--- src/rtl/pll_seq_pkg.sv ---
`timescale 1ns/1ps
package pll_seq_pkg;
  typedef enum logic [2:0] {
    ST_IDLE, ST_LKSEL, ST_RSTLO, ST_BYPON, ST_LOAD, ST_SETTLE, ST_PRST, ST_WLOCK
  } seq_st_e;

  localparam int GBIT_LOCK  = 31;
  localparam int GBIT_LSEL  = 29;
  localparam int GBIT_RSTN  = 9;
  localparam int GBIT_BYP   = 4;
  localparam int DPOS_M     = 12;
  localparam int DPOS_P     = 4;
  localparam int DPOS_S     = 0;
endpackage

--- src/rtl/pll_seq_timer.sv ---
`timescale 1ns/1ps
module pll_seq_timer #(
  parameter int W = 8
) (
  input  logic         clk,
  input  logic         rst,
  input  logic         load,
  input  logic [W-1:0] load_val,
  input  logic         dec,
  output logic         zero
);
  logic [W-1:0] cnt;

  always_ff @(posedge clk) begin
    if (rst)           cnt <= '0;
    else if (load)     cnt <= load_val;
    else if (dec && cnt != '0) cnt <= cnt - 1'b1;
  end

  assign zero = (cnt == '0);
endmodule

--- src/rtl/pll_seq_mpcmp.sv ---
`timescale 1ns/1ps
module pll_seq_mpcmp #(
  parameter int MW = 10,
  parameter int PW = 6
) (
  input  logic [MW-1:0] cur_m,
  input  logic [PW-1:0] cur_p,
  input  logic [MW-1:0] new_m,
  input  logic [PW-1:0] new_p,
  output logic          same
);
  assign same = (cur_m == new_m) && (cur_p == new_p);
endmodule

--- src/rtl/pll_seq.sv ---
`timescale 1ns/1ps
module pll_seq
  import pll_seq_pkg::*;
#(
  parameter int CLK_MHZ     = 125,
  parameter int SETTLE_US   = 3,
  parameter int LOCK_TMO_US = 10000,
  parameter int FRAC        = 1,
  parameter int MW          = 10,
  parameter int PW          = 6,
  parameter int SW          = 3,
  parameter int KW          = 16
) (
  input  logic          clk,
  input  logic          rst,
  input  logic          req_i,
  input  logic          prep_i,
  input  logic          unprep_i,
  input  logic [MW-1:0] m_i,
  input  logic [PW-1:0] p_i,
  input  logic [SW-1:0] s_i,
  input  logic [KW-1:0] k_i,
  input  logic          lock_i,
  output logic [31:0]   gen_ctl_o,
  output logic [31:0]   div0_o,
  output logic [31:0]   div1_o,
  output logic          prepared_o,
  output logic          busy_o,
  output logic          done_o,
  output logic          timeout_o
);
  localparam int SETTLE_CYC = SETTLE_US * CLK_MHZ;
  localparam int TMO_CYC    = LOCK_TMO_US * CLK_MHZ;
  localparam int MAX_CYC    = (SETTLE_CYC > TMO_CYC) ? SETTLE_CYC : TMO_CYC;
  localparam int CNT_W      = $clog2(MAX_CYC + 1);

  seq_st_e state;
  logic [MW-1:0] m_r, m_n;
  logic [PW-1:0] p_r, p_n;
  logic [SW-1:0] s_r, s_n;
  logic [KW-1:0] k_r, k_n;
  logic rst_n_r, byp_r, lsel_r, lock_r;
  logic mp_same, tmr_zero, tmr_load, tmr_dec;
  logic [CNT_W-1:0] tmr_val;

  pll_seq_mpcmp #(.MW(MW), .PW(PW)) cmp_i (
    .cur_m(m_r), .cur_p(p_r), .new_m(m_i), .new_p(p_i), .same(mp_same)
  );

  pll_seq_timer #(.W(CNT_W)) tmr_i (
    .clk(clk), .rst(rst), .load(tmr_load), .load_val(tmr_val),
    .dec(tmr_dec), .zero(tmr_zero)
  );

  always_comb begin
    tmr_load = 1'b0;
    tmr_dec  = 1'b0;
    tmr_val  = '0;
    case (state)
      ST_LOAD: begin
        tmr_load = 1'b1;
        tmr_val  = CNT_W'(SETTLE_CYC - 1);
      end
      ST_SETTLE: begin
        if (tmr_zero) begin
          tmr_load = 1'b1;
          tmr_val  = CNT_W'(TMO_CYC - 1);
        end else begin
          tmr_dec = 1'b1;
        end
      end
      ST_PRST: begin
        tmr_load = 1'b1;
        tmr_val  = CNT_W'(TMO_CYC - 1);
      end
      ST_WLOCK: tmr_dec = !lock_i;
      default: ;
    endcase
  end

  always_ff @(posedge clk) begin
    if (rst) begin
      state   <= ST_IDLE;
      m_r <= '0; p_r <= '0; s_r <= '0; k_r <= '0;
      m_n <= '0; p_n <= '0; s_n <= '0; k_n <= '0;
      rst_n_r <= 1'b0;
      byp_r   <= 1'b0;
      lsel_r  <= 1'b0;
      lock_r  <= 1'b0;
      busy_o  <= 1'b0;
      done_o  <= 1'b0;
      timeout_o <= 1'b0;
    end else begin
      done_o    <= 1'b0;
      timeout_o <= 1'b0;
      lock_r    <= lock_i;
      case (state)
        ST_IDLE: begin
          if (req_i) begin
            if (mp_same) begin
              s_r    <= s_i;
              k_r    <= k_i;
              done_o <= 1'b1;
            end else begin
              m_n <= m_i; p_n <= p_i; s_n <= s_i; k_n <= k_i;
              busy_o <= 1'b1;
              state  <= (FRAC == 0) ? ST_LKSEL : ST_RSTLO;
            end
          end else if (prep_i) begin
            if (rst_n_r) begin
              done_o <= 1'b1;
            end else begin
              byp_r  <= 1'b1;
              busy_o <= 1'b1;
              state  <= ST_PRST;
            end
          end else if (unprep_i) begin
            rst_n_r <= 1'b0;
            done_o  <= 1'b1;
          end
        end
        ST_LKSEL: begin lsel_r <= 1'b1;  state <= ST_RSTLO; end
        ST_RSTLO: begin rst_n_r <= 1'b0; state <= ST_BYPON; end
        ST_BYPON: begin byp_r <= 1'b1;   state <= ST_LOAD;  end
        ST_LOAD: begin
          m_r <= m_n; p_r <= p_n; s_r <= s_n; k_r <= k_n;
          state <= ST_SETTLE;
        end
        ST_SETTLE: begin
          if (tmr_zero) begin
            rst_n_r <= 1'b1;
            state   <= ST_WLOCK;
          end
        end
        ST_PRST: begin rst_n_r <= 1'b1; state <= ST_WLOCK; end
        ST_WLOCK: begin
          if (lock_i) begin
            byp_r  <= 1'b0;
            done_o <= 1'b1;
            busy_o <= 1'b0;
            state  <= ST_IDLE;
          end else if (tmr_zero) begin
            timeout_o <= 1'b1;
            done_o    <= 1'b1;
            busy_o    <= 1'b0;
            state     <= ST_IDLE;
          end
        end
        default: state <= ST_IDLE;
      endcase
    end
  end

  always_comb begin
    gen_ctl_o = '0;
    gen_ctl_o[GBIT_LOCK] = lock_r;
    gen_ctl_o[GBIT_LSEL] = lsel_r;
    gen_ctl_o[GBIT_RSTN] = rst_n_r;
    gen_ctl_o[GBIT_BYP]  = byp_r;
    div0_o = '0;
    div0_o[DPOS_M +: MW] = m_r;
    div0_o[DPOS_P +: PW] = p_r;
    div0_o[DPOS_S +: SW] = s_r;
  end

  generate
    if (FRAC != 0) begin : g_frac
      always_comb begin
        div1_o = '0;
        div1_o[KW-1:0] = k_r;
      end
    end else begin : g_int
      assign div1_o = {32'b0, k_r[0] & 1'b0};
    end
  endgenerate

  assign prepared_o = rst_n_r;

  // Checker state for the settle window
  logic [CNT_W-1:0] chk_gap;
  logic             chk_arm;
  always_ff @(posedge clk) begin
    if (rst) begin
      chk_gap <= '0;
      chk_arm <= 1'b0;
    end else if (state == ST_LOAD) begin
      chk_gap <= '0;
      chk_arm <= 1'b1;
    end else begin
      if (chk_gap != {CNT_W{1'b1}}) chk_gap <= chk_gap + 1'b1;
      if (rst_n_r) chk_arm <= 1'b0;
    end
  end

  a_r5_settle_window: assert property (@(posedge clk) disable iff (rst)
    ($rose(rst_n_r) && chk_arm) |-> (chk_gap >= CNT_W'(SETTLE_CYC)));

  a_r7_bypass_kept_on_timeout: assert property (@(posedge clk) disable iff (rst)
    timeout_o |-> (byp_r && done_o));

  a_r12_done_when_idle: assert property (@(posedge clk) disable iff (rst)
    done_o |-> !busy_o);

  a_r3_fast_path_quiet: assert property (@(posedge clk) disable iff (rst)
    (req_i && !busy_o && mp_same) |=> ($stable(rst_n_r) && $stable(byp_r) && !busy_o));

  a_r4_bypass_during_lock_wait: assert property (@(posedge clk) disable iff (rst)
    (state == ST_WLOCK) |-> byp_r);

  a_r11_no_restart_while_busy: assert property (@(posedge clk) disable iff (rst)
    (busy_o && state != ST_WLOCK) |=> busy_o);
endmodule

--- config.mk ---
export PLATFORM = sky130hd
export DESIGN_NAME = pll_seq
export DESIGN_NICKNAME = d
export VERILOG_FILES = /design/src/rtl/pll_seq_pkg.sv /design/src/rtl/pll_seq_timer.sv /design/src/rtl/pll_seq_mpcmp.sv /design/src/rtl/pll_seq.sv
export SDC_FILE = /design/constraint.sdc
export NUM_CORES = 1
export LEC_CHECK = 0
export ABC_CLOCK_PERIOD_IN_PS = 3230
export BUFFER_PORTS_ARGS = -buffer_cell sky130_fd_sc_hd__buf_2
export CAP_MARGIN = 5
export CELL_PAD_IN_SITES_DETAIL_PLACEMENT = 0
export CELL_PAD_IN_SITES_GLOBAL_PLACEMENT = 1
export CORE_ASPECT_RATIO = 0.6
export CORE_MARGIN = 2
export CORE_UTILIZATION = 33
export DETAILED_ROUTE_END_ITERATION = 8
export GPL_TIMING_DRIVEN = 0
export PLACE_DENSITY_LB_ADDON = 0.25
export SKIP_LAST_GASP = 1
export SYNTH_ARGS = -nofsm -noshare
export SYNTH_HDL_FRONTEND = slang
export SYNTH_HIERARCHICAL = 1
export SYNTH_SLANG_ARGS = --single-unit
export TNS_END_PERCENT = 30
--- constraint.sdc ---
create_clock -name clk -period 3.23 [get_ports clk]
set_input_delay 0.646 -clock clk [delete_from_list [all_inputs] [get_ports clk]]
set_output_delay 0.646 -clock clk [all_outputs]
set_load 0.01 [all_outputs]
; Yosys cells after proc, flatten, opt, wreduce, memory -nomap -nowiden
; Index checks and enable logic that the tools add are counted.
[word_totals]
out_inout_bits = 100
regBits = 101
[classes]
add_sub_neg = 1
bitwise = 2
muxes = 44
reduce_logical = 19
eq_ne = 22
[ops]
columns = operator, n
row1 = 2-to-1 mux 21 bit, 3
row2 = one-hot mux 21 bit (3 select lines), 1
row3 = 2-to-1 mux 16 bit, 2
row4 = one-hot mux 16 bit (2 select lines), 1
row5 = 2-to-1 mux 3 bit, 9
row6 = one-hot mux 3 bit (8 select lines), 1
row7 = zero test 21 bit, 1
row8 = nonzero test 21 bit, 1
row9 = "subtractor 21 x 1 -> 21 bit, second input constant", 1
row10 = 2-to-1 mux 1 bit, 20
row11 = AND reduction 5 bit, 4
row12 = "!= test 2 bit, second input constant", 7
row13 = "equality test 3 bit, second input constant", 4
row14 = equality test 10 bit, 1
row15 = "!= test 3 bit, second input constant", 3
row16 = one-hot mux 1 bit (2 select lines), 4
row17 = "equality test 3 x 2 -> 1 bit, second input constant", 2
row18 = equality test 6 bit, 1
row19 = one-hot mux 3 bit (2 select lines), 1
row20 = AND reduction 3 bit, 2
row21 = nonzero test 2 bit, 3
row22 = "!= test 2 x 1 -> 1 bit, second input constant", 2
row23 = one-hot mux 1 bit (4 select lines), 1
row24 = nonzero test 4 bit, 1
row25 = other kinds (10), 12

; Longest topological paths before layout
[logic_depth]
depth_word = 6
depth_mapped = 13

; By module
; Netlist, hierarchy kept.
[modules_own_cells]
columns = mod, area_each_um2, cells_per_inst, n_inst
row1 = pll_seq, 3609.7, 464, 1
row2 = pll_seq_timer, 1275.0, 148, 1
row3 = pll_seq_mpcmp, 177.7, 21, 1

; Least setup slack after synthesis
; No wires, ideal clock.
[synth_timing]
path_type = reg2reg
from = reg tmr_i.cnt[0]
to = reg tmr_i.cnt[3]
slack_ns = 0.222
path_stages_with_launch = 11
synth_period_minus_slack_ns = 3.008
t_arrival_ns = 2.920
path_cell_list = dfxtp_1 inv_1 ha_1 nor3b_1 nor4b_4 and2_4 nor2b_1 a211oi_1 or4b_2 or3_1 a311oi_2
[synth_between]
elab_chain_len = 5
elab_cells_between_ends = 13
classes_between = add/sub: 1 / mux: 8 / reduce/logical: 4
[synth_rtl]
columns = item, line_no
row1 = "start, declared", pll_seq_timer.sv:12  ; logic [W-1:0] cnt;
row2 = "start signal, assigned", pll_seq_timer.sv:16  ; else if (load) cnt <= load_val;
row3 = "start signal, assigned", pll_seq_timer.sv:17  ; else if (dec && cnt != '0) cnt <= cnt - 1'b1;
row4 = zero test 21 bit, pll_seq_timer.sv:20  ; assign zero = (cnt == '0);
row5 = net tmr_zero, pll_seq.sv:43  ; logic mp_same, tmr_zero, tmr_load, tmr_dec;
row6 = 2-to-1 mux 1 bit, pll_seq.sv:65  ; if (tmr_zero) begin
row7 = one-hot mux 1 bit (2 select lines), pll_seq.sv:59  ; case (state)
row8 = net tmr_dec, pll_seq.sv:43
row9 = logical AND 1 bit, pll_seq_timer.sv:17
row10 = nonzero test 2 bit (no source line), --
; The timed path passes the listed nets, and every way through them passes these cells. The select of a mux whose other input is x is not followed.
; A chain may end at the register's enable or synchronous reset.

; Final worst setup path
; Same ends and word-level chain as after synthesis.

==> summary.md <==
| Metric | Value |
|---|---|
| Synth Cell Area | `0.00506 mm^2` |
| Clock-pin slew on the worst setup and hold paths | `0.07 ns` |
| Final Hold Viols | `0` |
| Clk root buf | `clkbuf_16` |
| Final setup viols | `0` |
| TritonCTS clock tree | `built` |
| Final Util | `0.419` |
| Synth Instances | `633` |
| Filler instances | `1600` |
| Critical path cell sequence | `inv_1 -> ha_1 -> nor3b_1 -> nor4b_4 -> and2_4 -> nor2b_2 -> a211oi_4 -> or4b_2 -> or3_1 -> a311oi_2` |
| Grt total ovfl | `0` |
| Clock sink count | `101` |
| NumNets Final | `836` |
| Layout cells sized above 1 | `0.251` |
| Clk buf depth | `2` |
| Worst path depth | `10` |
| H-tree levels | `3` |
| Die width | `164 um` |
| Via density per instance | `4.59` |
| Worst setup EP type | `flop` |
| Final worst path period share | `0.957` |
| Worst skew pair latency | `0.35 ns` |
| Comb power frac | `0.305` |
| Worst hold slack | `0.453 ns` |
| CP Launch Type | `flop` |
| Pint | `2.40 mW` |
| Status | `completed` |
| Antenna diodes | `0` |
| F_max | `324 MHz` |
| Initial antenna violation count | `0` |
| Worst slew pin tran | `0.651 ns` |
| Net Switching | `1.30 mW` |
| Max VDD drop | `357 uV` |
| Hold Path Depth | `2` |
| Die area | `0.0164 mm^2` |
| Dpl cells | `982` |
| Sequential-to-total area share from yosys stat | `0.399` |
| CP arrival | `3.34 ns` |
| Final Max Slew Viols | `0` |
| Synth Warn # | `6` |
| R2R cell count | `10` |
| Initial core utilization | `0.334` |
| DR vias | `4599` |
| Post-synth ARST share | `0` |
| Clock Skew | `0.00817 ns` |
| Pin count of the biggest net entering global routing | `19` |
| Top delay family on crit path | `simple AND/OR/NAND/NOR gates` |
| Clock power share | `0.288` |
| CP Buf/Inv Count | `1` |
| Port bufs | `83` |
| CP Max Fanout | `7` |
| Core ar. | `0.0152 mm^2` |
| Final setup TNS | `0 ns` |
| Net Sw Frac | `0.352` |
| Worst hold path class | `reg -> reg` |
| CP max-delay cell | `or4b_2` |
| Final wirelength | `14000 um` |
| Routability Congestion | `0.838` |
| Slew HR | `0.566` |
| First drt pass iteration count | `5` |
| Yosys top cell by area | `dfxtp_1` |
| Finished Layout Cells | `1001` |
| Number of max-cap violations | `0` |
| DRT iter0 DRCs | `249` |
| P_leak | `2.66 nW` |
| First-pass GRT wire length | `22100 um` |
| Number of distinct library cells after synthesis | `54` |
| Seq cells post-synth | `101` |
| Syn Area/Cell | `8.00 um^2` |
| IO Count | `141` |
| Post-synth top area share | `0.399` |
| Seq pwr share | `0.406` |
| Row count | `35` |
| # DRC | `0` |
| CP peak stage delay | `0.73 ns` |
| DP HPWL | `10600 um` |
| Area contributors post-synth | `dfxtp_1 40%, nand2_1 11%, buf_4 9.6%` |
| GR Util All Layers | `0.173` |
| Pwr/cell area | `583 mW/mm^2` |
| Hold_buf cts | `0` |
| Post-route ant nets | `0` |
| Number of synthesized flops with an enable pin | `0` |
| Vias in the first global route | `4291` |
| Routed wire per std cell | `13.9 um` |
| Area growth from synthesis to layout | `25.3%` |
| Crit path time final | `3.09 ns` |
| Critical path required time | `3.48 ns` |
| Most used DFF post-synth | `dfxtp_1` |
| Die Y | `99.9 um` |
| Critical path class | `reg -> reg` |
| CTS buffer count | `9` |
-- layout make-up --
cell class	instances	area [um^2]	share of cell area
Multi-Input combinational cell	487	2650	0.418
Tap cell	203	254	0.0400
Clock inverter	6	52.6	0.00828
Buffer	100	658	0.104
Timing Repair Buffer	86	438	0.0690
Inverter	8	30.0	0.00473
Sequential cell	101	2020	0.319
Clock buffer	10	239	0.0377
-- state kept, by name (all words and copies together) (netlist names) --
register    flops
tmr_i/cnt      21
k_n            16
k_r            16
m_n            10
m_r            10
p_n             6
p_r             6
s_n             3
s_r             3
state           3
busy_o          1
byp_r           1
done_o          1
lock_r          1
lsel_r          1
prepared_o      1
timeout_o       1
-- worst paths after layout --
| check | startpoint | to | slack, ns |
|---|---|---|---|
| setup / recovery | tmr_i/cnt[0] | tmr_i/cnt[3] | 0.14 |
| hold / removal | m_n[7] | m_r[7] | 0.45 |
| setup reg to reg | tmr_i/cnt[0] | tmr_i/cnt[3] | 0.14 |
| hold reg to reg | m_n[7] | m_r[7] | 0.45 |
-- per-stage QoR --
step                power (mW)  instance area (um^2)  worst slack [ns]
floorplan                 2.30                  5300             0.222
global placement          2.58                  5970            -0.284
detailed placement        2.61                  5970            -0.362
CTS                       3.70                  6290           -0.0179
global route              3.93                  6340         -0.000620
finish                    3.70                  6340             0.140
-- Yosys cell counts (4+ instances only) --
master    count
o21ai_0       5
o21a_1        4
clkbuf_1     22
inv_1         7
nor3_1        7
nor4_1        7
xnor2_1      30
buf_4        65
a21oi_1      73
nand4_1       5
a211oi_1     18
a311oi_1     20
nor2b_1       5
nand4b_1      4
buf_6         4
nor2_1       47
nand2_1     152
buf_2         7
dfxtp_1     101
-- kinds of logic (layout without fill, tap and decap cells) --
group / count (synthesis) / count (layout) / share of synthesized area
other cells: 1 / 64 / 0.000741
compound gates: 131 / 131 / 0.164
buf+inv: 108 / 210 / 0.136
flops: 101 / 101 / 0.399
xor+xnor: 33 / 33 / 0.0571
fa+ha+maj: 2 / 2 / 0.00494
simple gates: 256 / 256 / 0.236
mux: 1 / 1 / 0.00222
-- what timing repair did --
item,in CTS,in global routing
pin swaps,1,1
resized for setup,2,7
endpoints found under the setup margin,13,10
setup buffers,2,1
-- per-layer routing --
layer | global-route usage | wire, um | share of wire | up-vias
li1 | - | - | - | 2344
met1 | 0.256 | 7290 | 0.52 | 2079
met2 | 0.252 | 5630 | 0.40 | 161
met3 | 0.0347 | 847 | 0.061 | 15
met4 | 0.0472 | 184 | 0.013 | 0
met5 | 0 | 0 | 0 | -
-- power groups by stage --
stage / clock network, mW / logic, mW / registers, mW
final: 1.07 / 1.13 / 1.50
after global routing: 1.15 / 1.26 / 1.52
after CTS: 1.10 / 1.11 / 1.50
after detailed placement: 0 / 1.08 / 1.52
after global placement: 0 / 1.06 / 1.52
after floorplan: 0 / 0.774 / 1.52
-- worst reg2reg max path: cells and delay by family, from the launching register on --
kind / cells / cell delay, ns
AND/OR/NAND/NOR: 6 / 1.79
AO/OA/AOI/OAI: 2 / 0.50
buffers and inverters: 1 / 0.09
adder cells (fa/ha/maj): 1 / 0.20
flip-flops: 1 / 0.44
-- placed cells by master, fill, tap and decap left out, drive strengths merged, types with 4 or more instances in the layout --
master / count
buf: 164
nand2: 153
dfxtp: 101
a21oi: 73
conb: 64
nor2: 48
clkbuf: 32
xnor2: 30
a311oi: 21
a211oi: 18
inv: 11
nor4: 9
nor3: 8
o21ai: 6
nand4: 5
nor2b: 5
o21a: 4
nand4b: 4
(Power assumes the default switching activity.)
